==> config.mk <==
export PLATFORM = sky130hd
export DESIGN_NAME = split_gpio_port
export DESIGN_NICKNAME = d
export VERILOG_FILES = /design/src/rtl/gpio_split_pkg.sv /design/src/rtl/gpio_pin_sync.sv /design/src/rtl/gpio_pin_bank.sv /design/src/rtl/split_gpio_port.sv
export SDC_FILE = /design/constraint.sdc
export NUM_CORES = 1
export LEC_CHECK = 0
export BUFFER_PORTS_ARGS = -buffer_cell sky130_fd_sc_hd__buf_2
export CORE_ASPECT_RATIO = 1.75
export CORE_MARGIN = 2
export CORE_UTILIZATION = 55
export CTS_CLUSTER_DIAMETER = 200
export DETAILED_ROUTE_END_ITERATION = 16
export PLACE_DENSITY = 0.8
export SLEW_MARGIN = 20
export SYNTH_ARGS = -nofsm -noshare
export SYNTH_HDL_FRONTEND = slang
export SYNTH_HIERARCHICAL = 1
export SYNTH_SLANG_ARGS = --single-unit
==> constraint.sdc <==
create_clock -name clk -period 1.4 [get_ports clk]
set_input_delay 0.14 -clock clk [delete_from_list [all_inputs] [get_ports clk]]
set_output_delay 0.14 -clock clk [all_outputs]
set_load 0.02 [all_outputs]
==> src/rtl/gpio_split_pkg.sv <==
package gpio_split_pkg;
  typedef enum logic [1:0] {
    REG_LO_DIR = 2'd0,
    REG_LO_DAT = 2'd1,
    REG_HI_DIR = 2'd2,
    REG_HI_DAT = 2'd3
  } gpio_reg_e;
endpackage

==> src/rtl/gpio_pin_sync.sv <==
module gpio_pin_sync #(
  parameter int W = 16
) (
  input  logic         clk,
  input  logic         rst_n,
  input  logic [W-1:0] async_i,
  output logic [W-1:0] sync_o
);
  logic [W-1:0] meta_q;
  logic [W-1:0] stab_q;

  always_ff @(posedge clk or negedge rst_n) begin
    if (!rst_n) begin
      meta_q <= '0;
      stab_q <= '0;
    end else begin
      meta_q <= async_i;
      stab_q <= meta_q;
    end
  end

  assign sync_o = stab_q;
endmodule

==> src/rtl/gpio_pin_bank.sv <==
module gpio_pin_bank #(
  parameter int W      = 16,
  parameter int LANE_W = 8,
  localparam int NLANE = W / LANE_W
) (
  input  logic             clk,
  input  logic             rst_n,
  input  logic             bank_en_i,
  input  logic             wr_dir_i,
  input  logic             wr_dat_i,
  input  logic [NLANE-1:0] wstrb_i,
  input  logic [W-1:0]     wdata_i,
  input  logic [W-1:0]     pin_i,
  output logic [W-1:0]     dir_o,
  output logic [W-1:0]     dat_o,
  output logic [W-1:0]     rd_dat_o
);
  logic [W-1:0] dir_q, dat_q;
  logic [W-1:0] wmask;
  logic [W-1:0] dir_nxt;
  logic [W-1:0] falling;

  for (genvar l = 0; l < NLANE; l++) begin : g_lane
    assign wmask[l*LANE_W +: LANE_W] = {LANE_W{wstrb_i[l]}};

    AST_LANE_UNTOUCHED: assert property (@(posedge clk) disable iff (!rst_n)
      (bank_en_i && (wr_dir_i || wr_dat_i) && !wstrb_i[l]) |=>
        ($stable(dir_q[l*LANE_W +: LANE_W]) && $stable(dat_q[l*LANE_W +: LANE_W])));
  end

  assign dir_nxt = (dir_q & ~wmask) | (wdata_i & wmask);
  assign falling = dir_q & ~dir_nxt;

  always_ff @(posedge clk or negedge rst_n) begin
    if (!rst_n) begin
      dir_q <= '0;
      dat_q <= '0;
    end else if (bank_en_i && wr_dir_i) begin
      dir_q <= dir_nxt;
      dat_q <= (dat_q & ~falling) | (pin_i & falling);
    end else if (bank_en_i && wr_dat_i) begin
      dat_q <= (dat_q & ~wmask) | (wdata_i & wmask);
    end
  end

  assign dir_o    = dir_q;
  assign dat_o    = dat_q;
  assign rd_dat_o = (dir_q & dat_q) | (~dir_q & pin_i);

  AST_LOCKED_HOLD: assert property (@(posedge clk) disable iff (!rst_n)
    !bank_en_i |=> ($stable(dir_q) && $stable(dat_q)));

  AST_DIR_ONLY_ON_WRITE: assert property (@(posedge clk) disable iff (!rst_n)
    !(bank_en_i && wr_dir_i) |=> $stable(dir_q));

  AST_FALL_CAPTURE: assert property (@(posedge clk) disable iff (!rst_n)
    (bank_en_i && wr_dir_i) |=>
      ((($past(dir_q) & ~dir_q) & (dat_q ^ $past(pin_i))) == '0));

  AST_DAT_KEEP_ON_DIR: assert property (@(posedge clk) disable iff (!rst_n)
    (bank_en_i && wr_dir_i) |=>
      (((dat_q ^ $past(dat_q)) & ~($past(dir_q) & ~dir_q)) == '0));
endmodule

==> src/rtl/split_gpio_port.sv <==
module split_gpio_port
  import gpio_split_pkg::*;
#(
  parameter int HALF_W = 16,
  parameter int LANE_W = 8,
  localparam int NLANE = HALF_W / LANE_W
) (
  input  logic              clk,
  input  logic              rst_n,
  input  logic              cfg_mem8,
  input  logic              cfg_sdram_en,
  input  logic              reg_wr,
  input  logic [1:0]        reg_addr,
  input  logic [NLANE-1:0]  reg_wstrb,
  input  logic [HALF_W-1:0] reg_wdata,
  output logic [HALF_W-1:0] reg_rdata,
  input  logic [HALF_W-1:0] pio_in,
  output logic [HALF_W-1:0] pio_out,
  output logic [HALF_W-1:0] pio_oe,
  input  logic [HALF_W-1:0] dbus_in,
  output logic [HALF_W-1:0] dbus_out,
  output logic [HALF_W-1:0] dbus_oe
);
  logic upper_en;
  logic [HALF_W-1:0] lo_sync, hi_sync;
  logic [HALF_W-1:0] lo_dir, lo_dat, lo_rd;
  logic [HALF_W-1:0] hi_dir, hi_dat, hi_rd;
  gpio_reg_e sel;

  assign upper_en = cfg_mem8 && !cfg_sdram_en;
  assign sel      = gpio_reg_e'(reg_addr);

  gpio_pin_sync #(.W(HALF_W)) u_lo_sync (
    .clk(clk), .rst_n(rst_n), .async_i(pio_in), .sync_o(lo_sync));
  gpio_pin_sync #(.W(HALF_W)) u_hi_sync (
    .clk(clk), .rst_n(rst_n), .async_i(dbus_in), .sync_o(hi_sync));

  gpio_pin_bank #(.W(HALF_W), .LANE_W(LANE_W)) u_lo_bank (
    .clk(clk), .rst_n(rst_n), .bank_en_i(1'b1),
    .wr_dir_i(reg_wr && sel == REG_LO_DIR),
    .wr_dat_i(reg_wr && sel == REG_LO_DAT),
    .wstrb_i(reg_wstrb), .wdata_i(reg_wdata), .pin_i(lo_sync),
    .dir_o(lo_dir), .dat_o(lo_dat), .rd_dat_o(lo_rd));

  gpio_pin_bank #(.W(HALF_W), .LANE_W(LANE_W)) u_hi_bank (
    .clk(clk), .rst_n(rst_n), .bank_en_i(upper_en),
    .wr_dir_i(reg_wr && sel == REG_HI_DIR),
    .wr_dat_i(reg_wr && sel == REG_HI_DAT),
    .wstrb_i(reg_wstrb), .wdata_i(reg_wdata), .pin_i(hi_sync),
    .dir_o(hi_dir), .dat_o(hi_dat), .rd_dat_o(hi_rd));

  assign pio_out  = lo_dat;
  assign pio_oe   = lo_dir;
  assign dbus_out = hi_dat;
  assign dbus_oe  = hi_dir & {HALF_W{upper_en}};

  always_comb begin
    unique case (sel)
      REG_LO_DIR: reg_rdata = lo_dir;
      REG_LO_DAT: reg_rdata = lo_rd;
      REG_HI_DIR: reg_rdata = upper_en ? hi_dir : '0;
      REG_HI_DAT: reg_rdata = upper_en ? hi_rd  : '0;
      default:    reg_rdata = '0;
    endcase
  end

  AST_UPPER_RELEASED: assert property (@(posedge clk) disable iff (!rst_n)
    !upper_en |-> (dbus_oe == '0));

  AST_UPPER_READ_BLANK: assert property (@(posedge clk) disable iff (!rst_n)
    (!upper_en && reg_addr[1]) |-> (reg_rdata == '0));

  AST_LO_OE_STABLE: assert property (@(posedge clk) disable iff (!rst_n)
    !(reg_wr && sel == REG_LO_DIR) |=> $stable(pio_oe));
endmodule

== Word-level counts from Yosys, hierarchy flattened ==
Cells that the tools add are included.

* Register bits: 128
* Input bits: 57
* Output and inout bits: 80
* Logic and storage cells: 60

* Equality and inequality tests: 3
* Mux-type cells: 7
* Bitwise operators: 31
* Reductions and logical operators: 11

{| class="wikitable"
|+ Operator list
! kind !! count
|-
| AND 16 bit || 16
|-
| bitwise OR 16 bit || 8
|-
| NOT 16 bit || 7
|-
| two-way mux 16 bit || 6
|-
| case mux 16 bit (4 select lines) || 1
|-
| logical AND 1 bit || 7
|-
| == test 2 bit, second input constant || 2
|-
| nonzero test 2 bit || 2
|-
| == test 2 x 1 -> 1 bit, second input constant || 1
|-
| zero test 2 bit || 1
|-
| zero test 1 bit || 1
|}

== Longest topological paths before layout ==
Gate-level depths: netlist of run 1.

* Depth after elaboration: 9
* Mapped depth: 9
* Gate-level depth less buffers: 5

== Modules after synthesis ==
The synthesis of run 1 kept the hierarchy.

{| class="wikitable"
|+ Modules (own cells, without submodules)
! module !! instances !! cells an instance !! area each (um2) !! seq. area each (um2)
|-
| gpio_pin_bank at u_lo_bank || 1 || 159 || 2094.5 || 800.8
|-
| gpio_pin_bank at u_hi_bank || 1 || 161 || 2034.5 || 800.8
|-
| gpio_pin_sync || 2 || 32 || 800.8 || 800.8
|-
| split_gpio_port || 1 || 80 || 660.6 || 0.0
|}

== Worst setup path before layout of run 1 ==
No wires, ideal clock.

* Kind: input to register
* Start: in reg_addr[0]
* End: reg (tool-made name)
* Library setup time: 125 ps
* Arrival time: 1545 ps
* Required time: 1275 ps
* Path slack: -270 ps
* Stages on the path: 8
* Path buffers: 4
* Cells stage by stage: buf_6 > buf_6 > nor3b_1 > buf_6 > buf_4 > nand3b_1 > a21oi_4 > mux2_4

{| class="wikitable"
|+ RTL lines
! element !! line !! RTL
|-
| start, declared || split_gpio_port.sv:13 || <nowiki>input logic [1:0] reg_addr,</nowiki>
|}

== Worst setup path after layout of run 1 ==
* Start: reg u_hi_bank.dir_q[11], in the netlist u_hi_bank/dir_o[11]
* End: out reg_rdata[11]

* Word-level cells in the longest chain between the ends: 5
* Elaborated cells between the ends (all ways): 7
* Those cells by class: mux: 3; bitwise: 4

{| class="wikitable"
|+ RTL lines
! element !! line !! RTL
|-
| start, declared || gpio_pin_bank.sv:18 || <nowiki>logic [W-1:0] dir_q, dat_q;</nowiki>
|-
| start signal, assigned || gpio_pin_bank.sv:39 || <nowiki>dir_q <= dir_nxt;</nowiki>
|-
| NOT 16 bit || gpio_pin_bank.sv:48 || <nowiki>assign rd_dat_o = (dir_q & dat_q) | (~dir_q & pin_i);</nowiki>
|-
| AND 16 bit || gpio_pin_bank.sv:48 ||
|-
| bitwise OR 16 bit (*) || gpio_pin_bank.sv:48 ||
|-
| net hi_rd[11] || split_gpio_port.sv:27 || <nowiki>logic [HALF_W-1:0] hi_dir, hi_dat, hi_rd;</nowiki>
|-
| two-way mux 16 bit (*) || split_gpio_port.sv:62 || <nowiki>REG_HI_DAT: reg_rdata = upper_en ? hi_rd : '0;</nowiki>
|-
| case mux 16 bit (4 select lines) (*) || split_gpio_port.sv:58 || <nowiki>unique case (sel)</nowiki>
|-
| end, declared || split_gpio_port.sv:16 || <nowiki>output logic [HALF_W-1:0] reg_rdata,</nowiki>
|}

Mark *: on every way through the listed nets, which the timed path passes. The rest lies on a longest branch.

==> impl_metrics.yaml, run 1 <==
setup_path:
  critical_path_source_type: "flip-flop"
  critical_path_buffer_and_inverter_count: 1
  endpoint_kind: "primary output"
  critical_path_class: "reg -> out"
  critical_path_s_slowest_cell: "sky130_fd_sc_hd__dfrtp_1"
  crit_path_cell_trace: "mux2_4, mux2i_4, o22ai_1, buf_4"
  timing.reg2reg.setup_slack_ns: -0.02
  path_max_fanout: 2
  critical_path_arrival_ns: 1.61
  cp_slowest_stage_delay_ns: 0.39
  timing.critical_path.required_ns: 1.26
  cpLargestDelayFamily: "multiplexers"
drt:
  remaining_drc_errors: 0
  routed_wl_um: 18800
  route.detailed.vias_per_inst: 6.01
  route.vias.total: 5085
  dr.pass1.iters: 5
  postRouteAntennaNets: 0
  routedWlPerCell_um: 22.3
  drt_iter0_drc: 236
power:
  power.net_switching_mw: 4.04
  power_frac_seq: 0.343
  switching_share: 0.301
  p_int_mw: 9.38
  share_clk_of_total_power: 0.356
  leakagePower_nw: 4.24
  report.power.total_mw: 13.4
  comb_power_share: 0.301
  power.density_cell_area_nw_per_um2: 1460
  irDropWorstVdd_mv: 1.10
clock_tree:
  tritoncts.num_buffers: 17
  cts_tree: "done"
  cts_max_path_buffers: 2
  cts.root.buffer_cell: "sky130_fd_sc_hd__clkbuf_16"
  clock_insertion_delay_worst_skew_ns: 0.42
  htreeDepth: 4
  clock_pin_slew_reported_for_the_worst_setup_and_hold_paths_after_clock_tree_synthesis_ns: 0.06
  clock-sinks: 128
die:
  die_area_um2: 12500
  initial_utilization: 0.558
  row_count: 52
  width_of_the_chip_um: 85.5
  die_height_um: 147
  pin_count: 137
  fp.coreArea_um2: 11500
sta:
  slew_violations: 0
  timing.fmax_mhz: 571
  worst_hold_slack_ns: 0.0814
  tns_ns: -5.33
  min_period_ns: 1.75
  unrepaired_setup_endpoints_after_global_routing: "true"
  setup_ws_ns: -0.350
  skew_ns: 0.00632
  finalHoldViolCount: 0
  min_period_over_period: 1.25
  setup_viol_count_final: 22
logic_synthesis:
  syn_area_um2: 6390
  yosys_warnings: 6
  seq_area_frac_synth: 0.501
  synthesis.instances: 464
  yosys_reg_bits: 128
  yosys.cell_types.count: 32
  post_synth.cell_area_avg_um2: 13.8
final_layout:
  synthToLayoutAreaGrowth_pct: 43.9
  fill_cells: 639
  layout-drive-gt1-share: 0.564
  num-nets-final: 755
  fin_cells: 846
  antenna-diode-count: 0
flow_run:
  max_cap_violations: 0
hold_path:
  min_path_type: "in -> reg"
outcome:
  violations: "negative setup slack"
  run_status: "finished with violations"
placed_design:
  dp.final_hpwl_um: 12300
  io_buffer_count: 136
  weighted_congestion_at_the_end_of_routability_driven_global_placement: 0.875
  placed_cell_count: 762
grt:
  gr-total-overflow: 0
  grt_pass1_vias: 5327
  grt_start_max_net_pins: 43
  grt_antenna_before_repair: 0
  grt_pass1_wl_um: 28800
  grt_use_total: 0.302
## cells in the mapped netlist (all sizes together)
master / number / share of area
a21oi: 32 / 0.039
o22ai: 16 / 0.016
mux2: 96 / 0.18
nand2: 9 / 0.010
and2b: 1 / 0.0012
nand3b: 33 / 0.041
nor2: 1 / 0.00059
dfrtp: 128 / 0.50
nand4: 14 / 0.014
mux2i: 46 / 0.072
nand3: 2 / 0.0055
a22o: 18 / 0.025
clkbuf: 3 / 0.0018
nand2b: 2 / 0.0043
nor3b: 1 / 0.0012
buf: 24 / 0.039
and4b: 18 / 0.028
and3b: 1 / 0.0014
and3: 1 / 0.00098
and2: 17 / 0.017
conb: 1 / 0.00059
## cell usage in the layout (no fill, tap or decap), types with 19 or more instances in the layout
cell type / synthesis / routed
sky130_fd_sc_hd__dfrtp_1: 128 / 127
sky130_fd_sc_hd__buf_2: 6 / 107
sky130_fd_sc_hd__buf_4: 3 / 62
sky130_fd_sc_hd__mux2_4: 20 / 44
sky130_fd_sc_hd__mux2_2: 60 / 36
sky130_fd_sc_hd__dlygate4sd3_1: 0 / 33
sky130_fd_sc_hd__buf_6: 11 / 33
sky130_fd_sc_hd__nand3b_1: 32 / 32
sky130_fd_sc_hd__mux2i_1: 46 / 20
sky130_fd_sc_hd__a21oi_2: 18 / 19
## cell families after synthesis
group | share of synthesized area
buf+inv | 0.0411
mux | 0.253
other cells | 0.000587
compound gates | 0.0795
flops | 0.501
simple gates | 0.125
## power by group through the flow
stage                     clock network (mW)  logic [mW]  registers [mW]
after detailed placement                   0        3.05            4.63
after global routing                    4.98        4.24            4.66
after floorplan                            0        1.30            5.05
final                                   4.78        4.04            4.61
after CTS                               4.82        3.63            4.57
after global placement                     0        2.95            4.59
## area by class of cell
cell class	count	area [µm²]	share of cell area
tap	135	169	0.0184
multi-input combinational	311	3370	0.366
clock buffer	20	467	0.0508
clock inverter	12	181	0.0197
timing repair buffer	240	1800	0.196
sequential	128	3200	0.349
## stage by stage
step / util / cell area, µm² / worst slack, ns
2_1_floorplan: - / 6420 / -0.144
3_3_place_gp: 0.651 / 7450 / -0.126
3_5_place_dp: 0.651 / 7450 / -0.222
4_1_cts: 0.773 / 8850 / -0.383
5_1_grt: 0.803 / 9190 / -0.383
6_report: 0.803 / 9190 / -0.350
## worst paths after layout
path / start / endpoint / cells after the start
min reg2reg: u_lo_sync/meta_q[1]$_DFF_PN0_ / u_lo_sync/sync_o[1]$_DFF_PN0_ / 0
min: reg_wdata[7] / u_hi_bank/dir_o[7]$_DFFE_PN0P_ / 2
max reg2reg: u_lo_bank/dir_o[10]$_DFFE_PN0P_ / flip-flop / 5
max in group asynchronous: rst_n / async pin / 3
max: u_hi_bank/dir_o[11]$_DFFE_PN0P_ / reg_rdata[11] / 4
min in group asynchronous: rst_n / u_hi_sync/meta_q[10]$_DFF_PN0_ / 2
## timing repair
item | CTS | global route
pin swaps | 14 | 20
setup buffers | 12 | 13
endpoints found under the hold margin | 123 | 0
gates resized for setup | 80 | 70
hold buffers | 33 | 0
endpoints found under the setup margin | 21 | 32
## routing by layer
layer | vias to the layer above | part of all wire | global-route usage
li1 | 2218 | - | -
met1 | 2602 | 0.36 | 0.347
met2 | 218 | 0.55 | 0.536
met3 | 47 | 0.050 | 0.0497
met4 | 0 | 0.041 | 0.145
met5 | - | 0 | 0
No activity file was read; power rests on OpenSTA's default activity.
==> run 2: changes to the inputs <==
--- a/config.mk
+++ b/config.mk
@@ -8,12 +8,11 @@
 export BUFFER_PORTS_ARGS = -buffer_cell sky130_fd_sc_hd__buf_2
 export CORE_ASPECT_RATIO = 1.75
 export CORE_MARGIN = 2
-export CORE_UTILIZATION = 55
+export CORE_UTILIZATION = 54
 export CTS_CLUSTER_DIAMETER = 200
 export DETAILED_ROUTE_END_ITERATION = 16
 export PLACE_DENSITY = 0.8
 export SLEW_MARGIN = 20
 export SYNTH_ARGS = -nofsm -noshare
 export SYNTH_HDL_FRONTEND = slang
-export SYNTH_HIERARCHICAL = 1
 export SYNTH_SLANG_ARGS = --single-unit
==> run 2 against run 1 <==
Effect of this change: the flow still finishes with violations (negative setup slack); routed wire length increased by 7.8%; register-to-register slack improved by 0.08 ns; sequential share of layout area increased by 3.0 points; cell count increased by 8.6%; critical path depth increased by 1; setup slack got worse by 0.19 ns; non-clock buffer count increased by 23; utilization decreased by 0.19 points; power decreased by 12%; die area decreased by 7.3%; via count increased by 12%; critical endpoint is now reg_rdata[0]; largest power group is now registers; highest routed layer unchanged.
==> impl_metrics.yaml, run 2 <==
sta:
  finalHoldViolCount: 0
  slew_violations: 0
  max_slew_margin: 0.646
  min_period_ns: 1.94
  skew_ns: 0.00916
  setup_ws_ns: -0.539
  tightest_slew_ns: 0.529
  timing.fmax_mhz: 516
  min_period_over_period: 1.39
  unrepaired_setup_endpoints_after_global_routing: "true"
  tns_ns: -4.49
  worst_hold_slack_ns: 0.0131
  setup_viol_count_final: 16
setup_path:
  critical_path_buffer_and_inverter_count: 2
  critical_path_source_type: "flip-flop"
  startpoint: "u_lo_sync.sync_o[0]$_DFF_PN0_"
  critical_path_arrival_ns: 1.80
  critical_path_class: "reg -> out"
  cpLargestDelayFamily: "compound AO/OA/AOI/OAI gates"
  crit_path_cell_trace: "inv_1, o32ai_2, a21oi_1, o21ai_1, buf_2"
  cp_num_cells: 5
  critical_path_s_slowest_cell: "sky130_fd_sc_hd__o32ai_2"
  timing.critical_path.required_ns: 1.26
  worst_r2r_startpoint: "u_lo_bank.dir_o[15]$_DFFE_PN0P_"
  cp_slowest_stage_delay_ns: 0.46
  timing.reg2reg.setup_slack_ns: 0.06
  path_max_fanout: 2
  r2r.worst_path.cells: 5
  endpoint_kind: "primary output"
  worstSetupEndpoint: "reg_rdata[0]"
clock_tree:
  clock-sinks: 128
  cts_tree: "done"
  tritoncts.num_buffers: 17
  clock_insertion_delay_worst_skew_ns: 0.42
  cts_max_path_buffers: 2
  cts.root.buffer_cell: "sky130_fd_sc_hd__clkbuf_16"
  htreeDepth: 4
  clock_pin_slew_reported_for_the_worst_setup_and_hold_paths_after_clock_tree_synthesis_ns: 0.06
die:
  fp.coreArea_um2: 10600
  die_height_um: 141
  initial_utilization: 0.548
  die_area_um2: 11600
  width_of_the_chip_um: 82.3
  pin_count: 137
  row_count: 50
final_layout:
  num-nets-final: 832
  postLayoutCellArea_um2: 8470
  layout-drive-gt1-share: 0.393
  fin_cells: 919
  synthToLayoutAreaGrowth_pct: 46.1
  layout_common_cells: "sky130_fd_sc_hd__dfrtp_1 (123), sky130_fd_sc_hd__buf_2 (108), sky130_fd_sc_hd__buf_4 (85), sky130_fd_sc_hd__nand2_1 (58), sky130_fd_sc_hd__dlygate4sd3_1 (40)"
  final_util: 0.801
  mostFrequentLayoutCell: "sky130_fd_sc_hd__dfrtp_1"
flow_run:
  max_cap_violations: 0
placed_design:
  io_buffer_count: 136
  placed_cell_count: 811
  weighted_congestion_at_the_end_of_routability_driven_global_placement: 0.869
  dp.final_hpwl_um: 12000
  dpl_worst_slack_ns: -0.142
  postPlaceCellArea_um2: 6940
grt:
  gr-total-overflow: 0
  grt_antenna_before_repair: 0
  grt_pass1_vias: 5860
  grt_start_max_net_pins: 68
  grt_pass1_wl_um: 29400
  grt_use_total: 0.342
drt:
  drt_iter0_drc: 456
  dr.pass1.iters: 5
  remaining_drc_errors: 0
  routed_wl_um: 20300
  postRouteAntennaNets: 0
  routedWlPerCell_um: 22.1
  route.vias.total: 5680
  route.detailed.vias_per_inst: 6.18
logic_synthesis:
  ys.flop_type: "sky130_fd_sc_hd__dfrtp_1"
  yosys_reg_bits: 128
  synthMostInstantiatedCell: "sky130_fd_sc_hd__dfrtp_1"
  yosysTopAreaCellShare: 0.552
  synth_edf_count: 0
  seq_area_frac_synth: 0.552
  async_flop_share: 1.00
  synthTopCellsByArea: "sky130_fd_sc_hd__dfrtp_1 (55%), sky130_fd_sc_hd__mux2i_1 (4.7%), sky130_fd_sc_hd__o21ai_0 (4.1%)"
  synth_top_area_cell: "sky130_fd_sc_hd__dfrtp_1"
  synth.net_count: 577
  yosys_warnings: 0
  yosys.cell_types.count: 43
  syn_area_um2: 5800
  synth_commonest_cells: "sky130_fd_sc_hd__dfrtp_1 (128), sky130_fd_sc_hd__nand2_1 (58), sky130_fd_sc_hd__o21ai_0 (48), sky130_fd_sc_hd__mux2i_1 (27), sky130_fd_sc_hd__a22o_1 (26)"
  post_synth.cell_area_avg_um2: 11.2
  synthesis.instances: 520
outcome:
  run_status: "finished with violations"
  violations: "negative setup slack"
power:
  report.power.total_mw: 11.8
  power.density_cell_area_nw_per_um2: 1390
  leakagePower_nw: 4.02
  irDropWorstVdd_mv: 1.08
hold_path:
  min_path_cells: 2
  min_path_type: "in -> reg"
[run 2: changes by cell type after synthesis, moves of 17 or more]
cell | previous run | this run
sky130_fd_sc_hd__a21oi_2 | 18 | 0
sky130_fd_sc_hd__and4b_1 | 18 | 0
sky130_fd_sc_hd__inv_1 | 0 | 17
sky130_fd_sc_hd__mux2_2 | 60 | 16
sky130_fd_sc_hd__mux2_4 | 20 | 0
sky130_fd_sc_hd__mux2i_1 | 46 | 27
sky130_fd_sc_hd__nand2_1 | 2 | 58
sky130_fd_sc_hd__nand3b_1 | 32 | 4
sky130_fd_sc_hd__nor2b_1 | 0 | 17
sky130_fd_sc_hd__o21ai_0 | 0 | 48
[run 2: worst min path at each step]
stage,start,end
floorplan,rst_n,async pin
global placement,rst_n,async pin
global route,reg_wdata[2],u_hi_bank.dir_o[2]$_DFFE_PN0P_
detailed placement,rst_n,u_hi_bank.dir_o[4]$_DFFE_PN0P_
finish,reg_wdata[4],u_hi_bank.dir_o[4]$_DFFE_PN0P_
CTS,reg_wdata[2],u_hi_bank.dir_o[2]$_DFFE_PN0P_
[run 2: cell families (layout without fill, tap and decap cells)]
kind of cell           count (synthesis)  count (layout)  share of synthesized area
and+or+nand+nor                      146             146                      0.148
other                                  0               1                          0
muxes                                 46              46                     0.0835
AOI/OAI and AO/OA                    156             156                      0.176
DFF                                  128             128                      0.552
buffers and inverters                 44             312                     0.0399
[run 2: cell type report]
class                           instances  area [µm²]
Antenna cell                            1        2.50
Clock buffer                           19         443
Clock inverter                         13         139
Fill cell                             573        2100
Inverter                               17        63.8
Multi-Input combinational cell        348        2480
Sequential cell                       128        3210
Tap cell                              130         163
Timing Repair Buffer                  263        1970
[run 2: timing repair]
action | CTS | global route
setup buffers | 28 | 9
hold buffers | 40 | 0
hold endpoints to repair | 167 | 0
setup endpoints to repair | 16 | 30
gates resized for setup | 27 | 56
pin swaps | 4 | 7
[run 2: routing by layer]
layer | global-route usage | vias to the layer above | share of wire
li1 | - | 2395 | -
met1 | 0.361 | 2763 | 0.33
met2 | 0.576 | 386 | 0.53
met3 | 0.0845 | 136 | 0.071
met4 | 0.239 | 0 | 0.073
met5 | 0 | - | 0
[run 2: power by group]
| part | switching [mW] | internal [mW] | total (mW) |
|---|---|---|---|
| clock | 1.68 | 2.66 | 4.34 |
| combinational | 1.53 | 1.33 | 2.86 |
| sequential | 0.445 | 4.17 | 4.61 |
==> run 3: changes to the inputs <==
--- a/config.mk
+++ b/config.mk
@@ -8,11 +8,12 @@
 export BUFFER_PORTS_ARGS = -buffer_cell sky130_fd_sc_hd__buf_2
 export CORE_ASPECT_RATIO = 1.75
 export CORE_MARGIN = 2
-export CORE_UTILIZATION = 54
+export CORE_UTILIZATION = 59
 export CTS_CLUSTER_DIAMETER = 200
 export DETAILED_ROUTE_END_ITERATION = 16
-export PLACE_DENSITY = 0.8
+export PLACE_DENSITY = 0.85
 export SLEW_MARGIN = 20
 export SYNTH_ARGS = -nofsm -noshare
 export SYNTH_HDL_FRONTEND = slang
+export SYNTH_HIERARCHICAL = 1
 export SYNTH_SLANG_ARGS = --single-unit
==> constraint.sdc (replaced) <==
create_clock -name clk -period 2.3 [get_ports clk]
set_input_delay 0.23 -clock clk [delete_from_list [all_inputs] [get_ports clk]]
set_output_delay 0.23 -clock clk [all_outputs]
set_load 0.02 [all_outputs]
==> run 3 against run 2 <==
Effect of this change: the run now ends clean; setup slack improved by 0.85 ns; clock power shrank 41%; power is 40% lower; cell count decreased by 15%; clock skew down 0.0032 ns; register-to-register slack better by 0.96 ns; sequential cell count did not move; routed wire length decreased by 18%; non-clock buffer count decreased by 81; die area is 0.85% higher; critical path type unchanged; largest power group unchanged.
==> impl_metrics.yaml, run 3 (synthesized netlist as in run 1, its figures left out) <==
outcome:
  run_status: "finished clean"
setup_path:
  critical_path_source_type: "flip-flop"
  critical_path_s_slowest_cell: "sky130_fd_sc_hd__dfrtp_1"
  path_max_fanout: 6
  critical_path_arrival_ns: 1.76
  endpoint_kind: "primary output"
  timing.reg2reg.setup_slack_ns: 1.02
  r2r.worst_path.cells: 3
  worst_r2r_startpoint: "u_lo_bank/dir_o[12]$_DFFE_PN0P_"
  cpLargestDelayFamily: "multiplexers"
  critical_path_class: "reg -> out"
  critical_path_buffer_and_inverter_count: 1
  crit_path_cell_trace: "mux2_2, mux2i_1, o22ai_1, buf_2"
  timing.critical_path.required_ns: 2.07
  cp_slowest_stage_delay_ns: 0.43
final_layout:
  fin_cells: 781
  mostFrequentLayoutCell: "sky130_fd_sc_hd__buf_2"
  fill_cells: 714
  synthToLayoutAreaGrowth_pct: 25.0
  antenna-diode-count: 0
  layout-drive-gt1-share: 0.449
  layout_common_cells: "sky130_fd_sc_hd__buf_2 (135), sky130_fd_sc_hd__dfrtp_1 (128), sky130_fd_sc_hd__mux2_2 (60), sky130_fd_sc_hd__mux2i_1 (46), sky130_fd_sc_hd__dlygate4sd3_1 (33)"
  num-nets-final: 697
placed_design:
  dp.final_hpwl_um: 11500
  io_buffer_count: 136
  weighted_congestion_at_the_end_of_routability_driven_global_placement: 0.876
  placed_cell_count: 718
sta:
  max_slew_margin: 0.613
  min_period_ns: 1.99
  unrepaired_setup_endpoints_after_global_routing: "false"
  timing.fmax_mhz: 502
  slew_violations: 0
  finalHoldViolCount: 0
  min_period_over_period: 0.867
  tightest_slew_ns: 0.580
  skew_ns: 0.00594
  tns_ns: 0
  setup_viol_count_final: 0
clock_tree:
  cts_max_path_buffers: 2
  clock_insertion_delay_worst_skew_ns: 0.41
  ctsHoldBuffers: 33
  clock_pin_slew_reported_for_the_worst_setup_and_hold_paths_after_clock_tree_synthesis_ns: 0.05
  cts_tree: "done"
  tritoncts.num_buffers: 17
  clock-sinks: 128
  cts_resized: 0
  htreeDepth: 4
  cts.repair_timing.setup_buffer_count: 0
  cts.root.buffer_cell: "sky130_fd_sc_hd__clkbuf_16"
flow_run:
  max_cap_violations: 0
grt:
  grt_pass1_wl_um: 25500
  grt_use_total: 0.299
  gr-total-overflow: 0
  grt_start_max_net_pins: 43
  grt_antenna_before_repair: 0
  grt_pass1_vias: 4871
die:
  die_area_um2: 11700
  initial_utilization: 0.601
  pin_count: 137
  width_of_the_chip_um: 82.7
  row_count: 50
  fp.coreArea_um2: 10600
  die_height_um: 142
hold_path:
  hold_path_startpoint: "reg_wdata[5]"
  min_path_cells: 2
  hold_path_end: "u_hi_bank/dir_o[5]$_DFFE_PN0P_"
  min_path_type: "in -> reg"
drt:
  route.vias.total: 4665
  postRouteAntennaNets: 0
  route.detailed.vias_per_inst: 5.97
  routedWlPerCell_um: 21.3
  remaining_drc_errors: 0
  dr.pass1.iters: 5
  drt_iter0_drc: 261
  routed_wl_um: 16600
power:
  irDropWorstVdd_mv: 0.624
  leakagePower_nw: 3.77
  power.density_cell_area_nw_per_um2: 882
-- run 3: cell types whose count changed in the layout (fill, tap and decap cells not counted), moves of 20 or more --
cell,previous run,this run
sky130_fd_sc_hd__mux2_2,16,60
sky130_fd_sc_hd__buf_6,24,0
sky130_fd_sc_hd__mux2_4,0,20
sky130_fd_sc_hd__nand2_1,58,2
sky130_fd_sc_hd__nand3b_1,4,32
sky130_fd_sc_hd__mux2i_1,23,46
sky130_fd_sc_hd__buf_2,108,135
sky130_fd_sc_hd__o21ai_0,39,0
sky130_fd_sc_hd__buf_4,85,13
-- run 3: worst reg2reg max path: stages (launching register included) --
cell                       delay, ns
sky130_fd_sc_hd__dfrtp_1        0.46
sky130_fd_sc_hd__nand3b_1       0.12
sky130_fd_sc_hd__a21oi_1        0.21
sky130_fd_sc_hd__mux2_2         0.37
-- run 3: layout make-up --
type,count,area [µm²],share of cell area
sequential,128,3200,0.401
multi-input combinational,311,2940,0.368
timing repair buffer,182,1120,0.141
clock buffer,19,443,0.0554
tap,130,163,0.0204
clock inverter,11,118,0.0147
-- run 3: layer usage --
layer	wire length (µm)	GRT usage	share of wire
met5	0	0	0
met4	772	0.167	0.047
met3	839	0.0573	0.051
met2	8780	0.503	0.53
met1	6210	0.349	0.37
-- run 3: worst max-delay path by stage --
| stage | from | to | slack (ns) | cells past startpoint |
|---|---|---|---|---|
| after CTS | u_lo_bank/dir_o[13]$_DFFE_PN0P_ | reg_rdata[13] | 0.27 | 4 |
| after global placement | reg_addr[0] | flip-flop | 0.48 | 6 |
| after floorplan | reg_addr[0] | flip-flop | 0.54 | 8 |
| final | u_lo_bank/dir_o[13]$_DFFE_PN0P_ | reg_rdata[13] | 0.31 | 4 |
| after global routing | u_lo_bank/dir_o[0]$_DFFE_PN0P_ | reg_rdata[0] | 0.26 | 4 |
| after detailed placement | reg_addr[0] | flip-flop | 0.34 | 6 |
-- run 3: where the power goes --
group	total [mW]	leakage [nW]	switching (mW)	internal (mW)
Combinational	1.61	1.94	0.864	0.743
Sequential	2.89	1.55	0.333	2.56
Clock	2.55	0.274	0.947	1.60
Total	7.05	3.77	2.14	4.90
-- run 3: per-stage QoR --
stage          hold slack, ns  setup WS [ns]  cell area (µm²)   util  total power, mW
5_1_grt                 0.165          0.257             7990  0.751             7.32
4_1_cts                 0.141          0.275             7990  0.751             7.09
3_3_place_gp            0.255          0.477             7100  0.668             4.41
6_report                0.154          0.306             7990  0.751             7.05
3_5_place_dp            0.270          0.343             7100  0.668             4.48
2_1_floorplan         -0.0656          0.540             6400      -             3.86
